**config.mk**
```make
export PLATFORM = sky130hd
export DESIGN_NAME = addr_region_router
export DESIGN_NICKNAME = d
export VERILOG_FILES = /design/src/rtl/arr_pkg.sv /design/src/rtl/arr_table.sv /design/src/rtl/arr_match.sv /design/src/rtl/addr_region_router.sv
export SDC_FILE = /design/constraint.sdc
export NUM_CORES = 2
export LEC_CHECK = 0
export ABC_AREA = 1
export BUFFER_PORTS_ARGS = -buffer_cell sky130_fd_sc_hd__buf_2
export CAP_MARGIN = 0
export CORE_MARGIN = 2
export CORE_UTILIZATION = 30
export CTS_CLUSTER_DIAMETER = 60
export DETAILED_ROUTE_END_ITERATION = 8
export MAX_ROUTING_LAYER = met4
export SYNTH_ARGS = -nofsm -noshare
export SYNTH_HDL_FRONTEND = slang
export SYNTH_HIERARCHICAL = 1
export SYNTH_SLANG_ARGS = --single-unit
```
**constraint.sdc**
```tcl
create_clock -name clk -period 8.37 [get_ports clk]
set_input_delay 1.674 -clock clk [delete_from_list [all_inputs] [get_ports clk]]
set_output_delay 1.674 -clock clk [all_outputs]
set_load 0.005 [all_outputs]
```
**src/rtl/arr_pkg.sv**
```systemverilog
package arr_pkg;

    typedef enum logic [1:0] {
        SZ_BYTE = 2'd0,
        SZ_HALF = 2'd1,
        SZ_WORD = 2'd2,
        SZ_RSVD = 2'd3
    } size_e;

    // number of bytes in the access, minus one
    function automatic logic [1:0] span_m1(input logic [1:0] sz);
        case (sz)
            SZ_BYTE: span_m1 = 2'd0;
            SZ_HALF: span_m1 = 2'd1;
            default: span_m1 = 2'd3;
        endcase
    endfunction

    function automatic logic [3:0] lane_mask(input logic [1:0] sz);
        case (sz)
            SZ_BYTE: lane_mask = 4'b0001;
            SZ_HALF: lane_mask = 4'b0011;
            SZ_WORD: lane_mask = 4'b1111;
            default: lane_mask = 4'b0000;
        endcase
    endfunction

endpackage

```
**src/rtl/arr_table.sv**
```systemverilog
module arr_table #(
    parameter int ADDR_W    = 32,
    parameter int N_REGIONS = 8,
    parameter int TGT_W     = 3,
    localparam int IDX_W    = $clog2(N_REGIONS),
    localparam int CNT_W    = $clog2(N_REGIONS + 1)
) (
    input  logic                                 clk,
    input  logic                                 rst_n,
    input  logic                                 cfg_wr,
    input  logic [ADDR_W-1:0]                    cfg_lo,
    input  logic [ADDR_W-1:0]                    cfg_hi,
    input  logic [TGT_W-1:0]                     cfg_tgt,
    output logic [N_REGIONS-1:0][ADDR_W-1:0]     tbl_lo,
    output logic [N_REGIONS-1:0][ADDR_W-1:0]     tbl_hi,
    output logic [N_REGIONS-1:0][TGT_W-1:0]      tbl_tgt,
    output logic [N_REGIONS-1:0]                 tbl_vld,
    output logic [CNT_W-1:0]                     count
);

    localparam logic [CNT_W-1:0] FULL = CNT_W'(N_REGIONS);

    typedef struct packed {
        logic [N_REGIONS-1:0][ADDR_W-1:0] lo;
        logic [N_REGIONS-1:0][ADDR_W-1:0] hi;
        logic [N_REGIONS-1:0][TGT_W-1:0]  tgt;
        logic [N_REGIONS-1:0]             vld;
        logic [CNT_W-1:0]                 cnt;
    } tbl_st_t;

    tbl_st_t st_d, st_q;
    logic [IDX_W-1:0] slot;
    logic             accept;

    always_comb begin
        st_d   = st_q;
        slot   = st_q.cnt[IDX_W-1:0];
        accept = cfg_wr && (cfg_hi >= cfg_lo) && (st_q.cnt < FULL);
        if (accept) begin
            st_d.lo[slot]  = cfg_lo;
            st_d.hi[slot]  = cfg_hi;
            st_d.tgt[slot] = cfg_tgt;
            st_d.vld[slot] = 1'b1;
            st_d.cnt       = st_q.cnt + 1'b1;
        end
    end

    always_ff @(posedge clk) begin
        if (!rst_n) st_q <= '0;
        else        st_q <= st_d;
    end

    assign tbl_lo  = st_q.lo;
    assign tbl_hi  = st_q.hi;
    assign tbl_tgt = st_q.tgt;
    assign tbl_vld = st_q.vld;
    assign count   = st_q.cnt;

    a_r11_count_bound: assert property (@(posedge clk) disable iff (!rst_n)
        count <= FULL);

    a_r11_count_step: assert property (@(posedge clk) disable iff (!rst_n)
        (count == $past(count)) || (count == $past(count) + 1'b1));

    a_r11_full_holds: assert property (@(posedge clk) disable iff (!rst_n)
        (count == FULL) |=> (count == FULL));

    a_r10_reject: assert property (@(posedge clk) disable iff (!rst_n)
        (cfg_wr && (cfg_hi < cfg_lo)) |=> $stable(count));

endmodule

```
**src/rtl/arr_match.sv**
```systemverilog
module arr_match
    import arr_pkg::*;
#(
    parameter int ADDR_W    = 32,
    parameter int N_REGIONS = 8,
    parameter int TGT_W     = 3,
    localparam int IDX_W    = $clog2(N_REGIONS)
) (
    input  logic [N_REGIONS-1:0][ADDR_W-1:0] tbl_lo,
    input  logic [N_REGIONS-1:0][ADDR_W-1:0] tbl_hi,
    input  logic [N_REGIONS-1:0][TGT_W-1:0]  tbl_tgt,
    input  logic [N_REGIONS-1:0]             tbl_vld,
    input  logic [ADDR_W-1:0]                addr,
    input  logic [1:0]                       size,
    output logic                             hit,
    output logic [IDX_W-1:0]                 sel,
    output logic [TGT_W-1:0]                 tgt,
    output logic [ADDR_W-1:0]                offset
);

    logic [ADDR_W:0]          span_end;
    logic                     wraps;
    logic                     rsvd;
    logic [N_REGIONS-1:0]     contain;

    assign span_end = {1'b0, addr} + {{(ADDR_W-1){1'b0}}, span_m1(size)};
    assign wraps    = span_end[ADDR_W];
    assign rsvd     = (size == SZ_RSVD);

    for (genvar i = 0; i < N_REGIONS; i++) begin : g_cmp
        assign contain[i] = tbl_vld[i] && !wraps && !rsvd
                         && (addr >= tbl_lo[i])
                         && (span_end[ADDR_W-1:0] <= tbl_hi[i]);
    end

    // higher slot was written later and takes precedence
    always_comb begin
        sel = '0;
        for (int i = 0; i < N_REGIONS; i++) begin
            if (contain[i]) sel = IDX_W'(i);
        end
    end

    assign hit    = |contain;
    assign tgt    = hit ? tbl_tgt[sel] : '0;
    assign offset = hit ? (addr - tbl_lo[sel]) : '0;

endmodule

```
**src/rtl/addr_region_router.sv**
```systemverilog
module addr_region_router
    import arr_pkg::*;
#(
    parameter int ADDR_W    = 32,
    parameter int N_REGIONS = 8,
    parameter int N_TARGETS = 8,
    localparam int TGT_W    = $clog2(N_TARGETS),
    localparam int IDX_W    = $clog2(N_REGIONS),
    localparam int CNT_W    = $clog2(N_REGIONS + 1),
    localparam int BE_W     = 4 * N_TARGETS
) (
    input  logic              clk,
    input  logic              rst_n,
    input  logic              cfg_wr,
    input  logic [ADDR_W-1:0] cfg_lo,
    input  logic [ADDR_W-1:0] cfg_hi,
    input  logic [TGT_W-1:0]  cfg_tgt,
    output logic [CNT_W-1:0]  map_count,
    input  logic              req_valid,
    input  logic [ADDR_W-1:0] req_addr,
    input  logic [1:0]        req_size,
    input  logic              req_write,
    output logic              rsp_valid,
    output logic              rsp_hit,
    output logic              rsp_err,
    output logic [TGT_W-1:0]  rsp_tgt,
    output logic [ADDR_W-1:0] rsp_offset,
    output logic [BE_W-1:0]   rsp_be
);

    typedef struct packed {
        logic              valid;
        logic [ADDR_W-1:0] addr;
        logic [1:0]        size;
        logic              write;
    } req_st_t;

    typedef struct packed {
        logic              valid;
        logic              hit;
        logic              err;
        logic [TGT_W-1:0]  tgt;
        logic [ADDR_W-1:0] offset;
        logic [BE_W-1:0]   be;
    } rsp_st_t;

    req_st_t rq_d, rq_q;
    rsp_st_t rs_d, rs_q;

    logic [N_REGIONS-1:0][ADDR_W-1:0] tbl_lo;
    logic [N_REGIONS-1:0][ADDR_W-1:0] tbl_hi;
    logic [N_REGIONS-1:0][TGT_W-1:0]  tbl_tgt;
    logic [N_REGIONS-1:0]             tbl_vld;

    logic              m_hit;
    logic [IDX_W-1:0]  m_sel;
    logic [TGT_W-1:0]  m_tgt;
    logic [ADDR_W-1:0] m_offset;

    arr_table #(
        .ADDR_W    (ADDR_W),
        .N_REGIONS (N_REGIONS),
        .TGT_W     (TGT_W)
    ) u_table (
        .clk     (clk),
        .rst_n   (rst_n),
        .cfg_wr  (cfg_wr),
        .cfg_lo  (cfg_lo),
        .cfg_hi  (cfg_hi),
        .cfg_tgt (cfg_tgt),
        .tbl_lo  (tbl_lo),
        .tbl_hi  (tbl_hi),
        .tbl_tgt (tbl_tgt),
        .tbl_vld (tbl_vld),
        .count   (map_count)
    );

    arr_match #(
        .ADDR_W    (ADDR_W),
        .N_REGIONS (N_REGIONS),
        .TGT_W     (TGT_W)
    ) u_match (
        .tbl_lo  (tbl_lo),
        .tbl_hi  (tbl_hi),
        .tbl_tgt (tbl_tgt),
        .tbl_vld (tbl_vld),
        .addr    (rq_q.addr),
        .size    (rq_q.size),
        .hit     (m_hit),
        .sel     (m_sel),
        .tgt     (m_tgt),
        .offset  (m_offset)
    );

    always_comb begin
        rq_d.valid = req_valid;
        rq_d.addr  = req_addr;
        rq_d.size  = req_size;
        rq_d.write = req_write;

        rs_d        = '0;
        rs_d.valid  = rq_q.valid;
        if (rq_q.valid) begin
            rs_d.hit    = m_hit;
            rs_d.err    = !m_hit;
            rs_d.tgt    = m_tgt;
            rs_d.offset = m_offset;
            for (int t = 0; t < N_TARGETS; t++) begin
                if (m_hit && rq_q.write && (m_tgt == TGT_W'(t)))
                    rs_d.be[4*t +: 4] = lane_mask(rq_q.size);
            end
        end
    end

    always_ff @(posedge clk) begin
        if (!rst_n) begin
            rq_q <= '0;
            rs_q <= '0;
        end else begin
            rq_q <= rq_d;
            rs_q <= rs_d;
        end
    end

    assign rsp_valid  = rs_q.valid;
    assign rsp_hit    = rs_q.hit;
    assign rsp_err    = rs_q.err;
    assign rsp_tgt    = rs_q.tgt;
    assign rsp_offset = rs_q.offset;
    assign rsp_be     = rs_q.be;

    a_r2_latency: assert property (@(posedge clk) disable iff (!rst_n)
        req_valid |-> ##2 rsp_valid);

    a_r5_r6_exclusive: assert property (@(posedge clk) disable iff (!rst_n)
        rsp_valid |-> (rsp_hit ^ rsp_err));

    a_r6_miss_quiet: assert property (@(posedge clk) disable iff (!rst_n)
        (rsp_valid && rsp_err) |-> (rsp_be == '0 && rsp_offset == '0 && rsp_tgt == '0));

    a_r9_be_count: assert property (@(posedge clk) disable iff (!rst_n)
        ($countones(rsp_be) == 0) || ($countones(rsp_be) == 1)
        || ($countones(rsp_be) == 2) || ($countones(rsp_be) == 4));

    a_r9_idle_be: assert property (@(posedge clk) disable iff (!rst_n)
        !rsp_valid |-> (rsp_be == '0));

    a_r3_contained: assert property (@(posedge clk) disable iff (!rst_n)
        (rq_q.valid && m_hit) |-> (tbl_vld[m_sel] && rq_q.addr >= tbl_lo[m_sel]
                                   && rq_q.addr <= tbl_hi[m_sel]));

endmodule

```
== Word level (Yosys, flattened, before mapping) ==
Index checks and enable logic that the tools add are counted.
Storage, ports and cells
  bits in registers: 654
  input bits: 106
  logic and storage cells: 161
  output and inout port bits: 74
Operators by class
  multiplexer cells: 23
  add/subtract/negate cells: 3
  bitwise operators: 1
  equal/unequal tests: 10
  reduce and logical (&&, ||, !) cells: 60
  order comparisons: 21
Operators with widths (number)
  $bwmux W256: 2
  $ge A32 B32 Y1: 9
  $le A32 B32 Y1: 8
  $bmux W32 S3: 1
  $demux W32 S3: 1
  $mux W32: 2
  $logic_and A1 B1 Y1: 44
  $add A32 B2 Y33: 1
  $sub A32 B32 Y32: 1
  $reduce_and A3 Y1: 9
  $bwmux W24: 1
  $mux W3: 7
  $eq A3 B3 Y1 const B: 4
  $pmux W4 S3: 1
  $bmux W3 S3: 1
  $demux W3 S3: 1
  $lt A3 B4 Y1 const B: 2
  $or A8 B8 Y8: 1
  $reduce_or A8 Y1: 1
  $eq A3 B2 Y1 const B: 2
  $add A4 B1 Y4 const B: 1
  $eq A2 B2 Y1 const B: 2
  $lt A4 B4 Y1 const B: 1
  $mux W2: 2
  10 further kinds: 13

== Depth between registers and ports, before layout ==
  depth in word-level cells: 21
  depth in mapped cells: 61
  gate-level depth less buffers: 59

== Hierarchy ==
The synthesis kept the hierarchy.
By module, submodules not included
  arr_table: cells each 4284, seq. area each 10970.5 um^2, area an instance 26888.3 um^2, instances 1
  arr_match: cells each 3005, seq. area each 0.0 um^2, area an instance 18034.8 um^2, instances 1
  addr_region_router: cells each 310, seq. area each 1961.9 um^2, area an instance 2846.5 um^2, instances 1

== Worst setup path after synthesis ==
OpenSTA, ideal clock, no wires.
  kind: register -> register
  start: register rq_q[4] (netlist name)
  end: register rs_q, in the netlist rsp_offset[24]
  setup slack: 1.238 ns
  arrival: 7.068 ns
  stages on the path, launching flop included: 58
  period minus slack after synthesis: 7.132 ns
  library setup time: 0.065 ns
  buffers on the path: 3
  required time: 8.305 ns
  cells stage by stage: dfxtp_1 -> ha_1 -> a21oi_1 -> nor2_1 -> nand2_1 -> nor2_1 -> nand2_1 -> nor2_1 -> nand3_1 -> nor3_1 -> inv_1 -> nor2_1 -> nand2_1 -> nor3_1 -> nand2_1 -> xor2_1 -> ha_1 -> nand2_1 -> (+22 left out) -> nand3_1 -> nand2_1 -> nand2_1 -> nand2_1 -> a21oi_1 -> nor2_1 -> nor2_1 -> o21bai_1 -> a21boi_1 -> o21ai_0 -> a21boi_0 -> o21ai_1 -> a21oi_1 -> inv_1 -> nand2_1 -> a21oi_1 -> inv_1 -> nor2_1
On the way
  cells in the longest elaborated chain, start to end: 16
  elaborated cells between the ends (all ways): 62
  those cells by class: add/sub: 2; order compare: 16; mux: 9; reduce/logical: 35
RTL lines
  start, declared: line addr_region_router.sv:47  | req_st_t rq_d, rq_q;
  start signal, assigned: line addr_region_router.sv:120  | rq_q <= rq_d;
  branches (longest 16 deep; another with $add A32 B2 Y33)
  end signal, assigned: line addr_region_router.sv:121  | rs_q <= rs_d;
  end, declared: line addr_region_router.sv:48  | rsp_st_t rs_d, rs_q;
Parallel ways; which one is timed is not known. The select of a mux whose other input is x is not followed.
A chain may end at the register's enable or synchronous reset.

== Final worst setup path ==
  start: register rq_q[2] (netlist name)
  end: register rs_q, in the netlist rsp_offset[28]
On the way
  cells in the longest elaborated chain, start to end: 18
  elaborated cells between the ends (all ways): 59
  those cells by class: add/sub: 2; order compare: 8; eq/ne: 2; mux: 10; reduce/logical: 37
RTL lines
  branches (longest 14 deep; another with $add A32 B2 Y33)
  $mux W3 *: line arr_match.sv:40  | if (contain[i]) sel = IDX_W'(i);
  via m_sel[0]: line addr_region_router.sv:56  | logic [IDX_W-1:0] m_sel;
  $bmux W32 S3 *: line arr_match.sv:46  | assign offset = hit ? (addr - tbl_lo[sel]) : '0;
  $mux W32 (not written as such) *: line arr_match.sv:46
  $sub A32 B32 Y32 *: line arr_match.sv:46
Mark *: on every way through the listed nets, which the timed path passes. The select of a mux whose other input is x is not followed.

==> flow_metrics.tcl <==
set metrics [dict create \
    outcome "completed" \
    hp-class "reg -> reg" \
    ys_seq_elements 646 \
    synth_cell_type_count 53 \
    numCtsBuffers 96 \
    grtUsageTotal_pct 22.2 \
    peakVddDrop_mv 0.154 \
    drt_wl_total_mm 181 \
    min_period_over_period_pct 93.4 \
    p_leak_nw 25.9 \
    syn-num-nets 8288 \
    io_buffer_count 179 \
    grt_max_degree 186 \
    power.density_mw_per_mm2 172 \
    drive_above_1_share_pct 7.64 \
    synthTopCellsByCount "inv_1 (1862), nand2_1 (1700), nor2_1 (841), dfxtp_1 (646), nand4_1 (589)" \
    n_fill_cell 17100 \
    dp_hpwl_mm 123 \
    fin_util_pct 34.7 \
    power_frac_seq_pct 33.8 \
    syn_area_mm2 0.0478 \
    r2r-start "rq_q[2]" \
    clk_latency_ns 0.76 \
    grt_pass1_wl_mm 271 \
    io_pins 180 \
    grt-ovfl-total 0 \
    clock_sinks 646 \
    postRouteAntennaNets 0 \
    holdWs_ns 0.452 \
    hold_viol 0 \
    arrival_ns 8.41 \
    ys_warn_count 6 \
    cp_common_cell "nand2_1" \
    r2r_slack_ns 0.55 \
    netlist_instances 7599 \
    tns_ns 0 \
    vias 47600 \
    finalSetupViolCount 0 \
    crit_slowest_cell "xnor2_1" \
    route.detailed.drc 0 \
    synth_top_area_share_pct 27.1 \
    switching_share_pct 31.9 \
    core-area_mm2 0.158 \
    slew_headroom_pct 23.4 \
    period_needed_ns 7.82 \
    die-area_mm2 0.162 \
    cts_tree "yes" \
    h-tree-depth 3 \
    r2r-end "rsp_offset[28]" \
    max-cap-violations 0 \
    drv_slew 0 \
    gp_congestion 0.915 \
    crit_path_max_incr_delay_ns 0.84 \
    cp_max_fo 91 \
    wire_per_inst_um 18.4 \
    max_freq_mhz 128 \
    drtPass1Iterations 8 \
    synthArstFlopShare_pct 0 \
    synth_edf_count 0 \
    fin_cells 9827 \
    cp.required_ns 8.97 \
    yosysTopAreaCell "dfxtp_1" \
    num_rows 146 \
    rr_worst_depth 44 \
    clock-skew-final_ns 0.0744 \
    die_w_um 403 \
    nNetsFinal 8353 \
    startpoint_type "register" \
    yosysSeqAreaShare_pct 27.1 \
    synth_most_common_cell "inv_1" \
    worst-setup-path-type "reg -> reg" \
    intPower_mw 6.42 \
    start_util_pct 30.2 \
    switching_power_mw 3.01 \
    end_kind "register" \
    design_area_mm2 0.0549 \
    hold_start "u_table/tbl_vld[5]" \
    viasPerCell 4.84 \
    synth_ff_type "dfxtp_1" \
    hold_end "u_table/tbl_vld[5]" \
    cts.path.max_buffers 3 \
    synth.avg_cell_area_um2 6.29 \
    first_global_vias 43800 \
    antenna_found_initial 11 \
    pwr-share-clk_pct 47.7 \
    root_buffer "clkbuf_16" \
    first_iter_violations 4698 \
    path_clk_slew_ns 0.06 \
    dp.cells 9633 \
    worst_pin_slew_ns 1.15 \
    die_h_um 403 \
    dpl_cell_area_mm2 0.0510 \
    syn2layout_area_growth_pct 14.9 \
    p_comb_share_pct 18.6 \
    synthTopCellsByArea "dfxtp_1 (27%), ha_1 (15%), inv_1 (15%)" \
    min_path_cells 2 \
]
cells in the final DEF, fill, tap and decap left out, types with 6 or more instances in the layout:
cell type and n:
nand4_1 589, buf_2 178, buf_4 137, a21o_1 7
o211ai_1 38, ha_1 581, nor3_1 35, o21ai_0 154
inv_6 8, clkinvlp_4 11, nor4_1 9, xor2_1 25
nor3_2 6, clkbuf_16 99, nor3_4 8, nor2_1 837
a21oi_1 379, bufinv_16 15, nand3_1 73, dfxtp_1 646
buf_12 11, nand2_2 8, clkbuf_8 12, o21a_1 21
nand2_1 1696, inv_2 18, o21ai_1 74, diode_2 7
nor2_4 7, clkinv_1 33, a31oi_1 29, clkbuf_1 10
inv_1 1860, o22ai_1 6, clkinv_2 13, a211oi_1 7
nand3_4 8, clkinv_4 11, xnor2_1 21
registers in the layout (all words and copies together), names as in the netlist:
| signal | cells |
|---|---|
| rq_q | 36 |
| rsp_be | 24 |
| rsp_err | 1 |
| rsp_hit | 1 |
| rsp_offset | 32 |
| rsp_tgt | 3 |
| rsp_valid | 1 |
| u_table/count | 4 |
| u_table/tbl_hi | 256 |
| u_table/tbl_lo | 256 |
| u_table/tbl_tgt | 24 |
| u_table/tbl_vld | 8 |
power groups by stage:
| stage | combinational [mW] | sequential, mW | clock [mW] |
|---|---|---|---|
| after global routing | 1.94 | 3.19 | 4.71 |
| final | 1.75 | 3.18 | 4.49 |
| after floorplan | 1.10 | 3.24 | 0 |
| after global placement | 1.69 | 3.25 | 0 |
| after detailed placement | 1.70 | 3.25 | 0 |
| after CTS | 1.71 | 3.18 | 4.57 |
stage by stage:
stage	setup slack [ns]	power, mW
global placement	0.0435	4.93
finish	0.552	9.43
detailed placement	-0.00507	4.95
floorplan	1.24	4.34
global route	-0.0588	9.84
CTS	0.0585	9.47
cells by family after synthesis:
family          share of synthesized area, %
buf+inv                                 18.6
compound gates                          8.48
fa+ha+maj                               15.3
xor+xnor                               0.862
simple gates                            29.7
flops                                   27.1
routing by layer:
layer | GRT usage (%) | up-vias | share of wire [%]
li1 | - | 23700 | -
met1 | 30.5 | 21800 | 46
met2 | 33.3 | 1776 | 43
met3 | 3.51 | 293 | 8.5
met4 | 6.92 | 0 | 3.1
met5 | - | - | 0
layout make-up:
| type | instances | area [um^2] | area share (%) |
|---|---|---|---|
| Multi-Input combinational cell | 4674 | 26300 | 48.0 |
| Sequential cell | 646 | 12900 | 23.6 |
| Inverter | 1912 | 7180 | 13.1 |
| Clock buffer | 119 | 2630 | 4.79 |
| Tap cell | 2072 | 2590 | 4.72 |
| Timing Repair Buffer | 333 | 2280 | 4.16 |
| Clock inverter | 63 | 918 | 1.67 |
| Antenna cell | 7 | 17.5 | 0.0319 |
| Timing Repair inverter | 1 | 5.00 | 0.00912 |
worst max-delay path, delay by kind of cell (launching register included):
kind	cells	cell delay, ns
AOI/OAI and AO/OA	13	2.58
and+or+nand+nor	20	1.81
adders and majority gates	4	1.19
buffers and inverters	6	0.89
xor gates and xnor gates	1	0.84
DFF	1	0.35
worst max-delay path by stage:
stage / slack, ns / end / startpoint / cells after the start
floorplan: 1.24 / rsp_offset[24] / rq_q[4] / 57
global placement: 0.04 / rsp_offset[28] / rq_q[2] / 44
detailed placement: -0.005 / rsp_offset[21] / rq_q[2] / 55
CTS: 0.06 / rsp_offset[24] / rq_q[4] / 53
global route: -0.06 / rsp_offset[24] / rq_q[2] / 54
finish: 0.55 / rsp_offset[28] / rq_q[2] / 44
timing repair:
action,CTS,global route
pin swaps,0,4
hold buffers,0,0
cloned,0,3
setup endpoints to repair,10,23
buffers inserted,0,2
gates resized for setup,1,45
hold endpoints to repair,0,0
(Power assumes the default switching activity.)
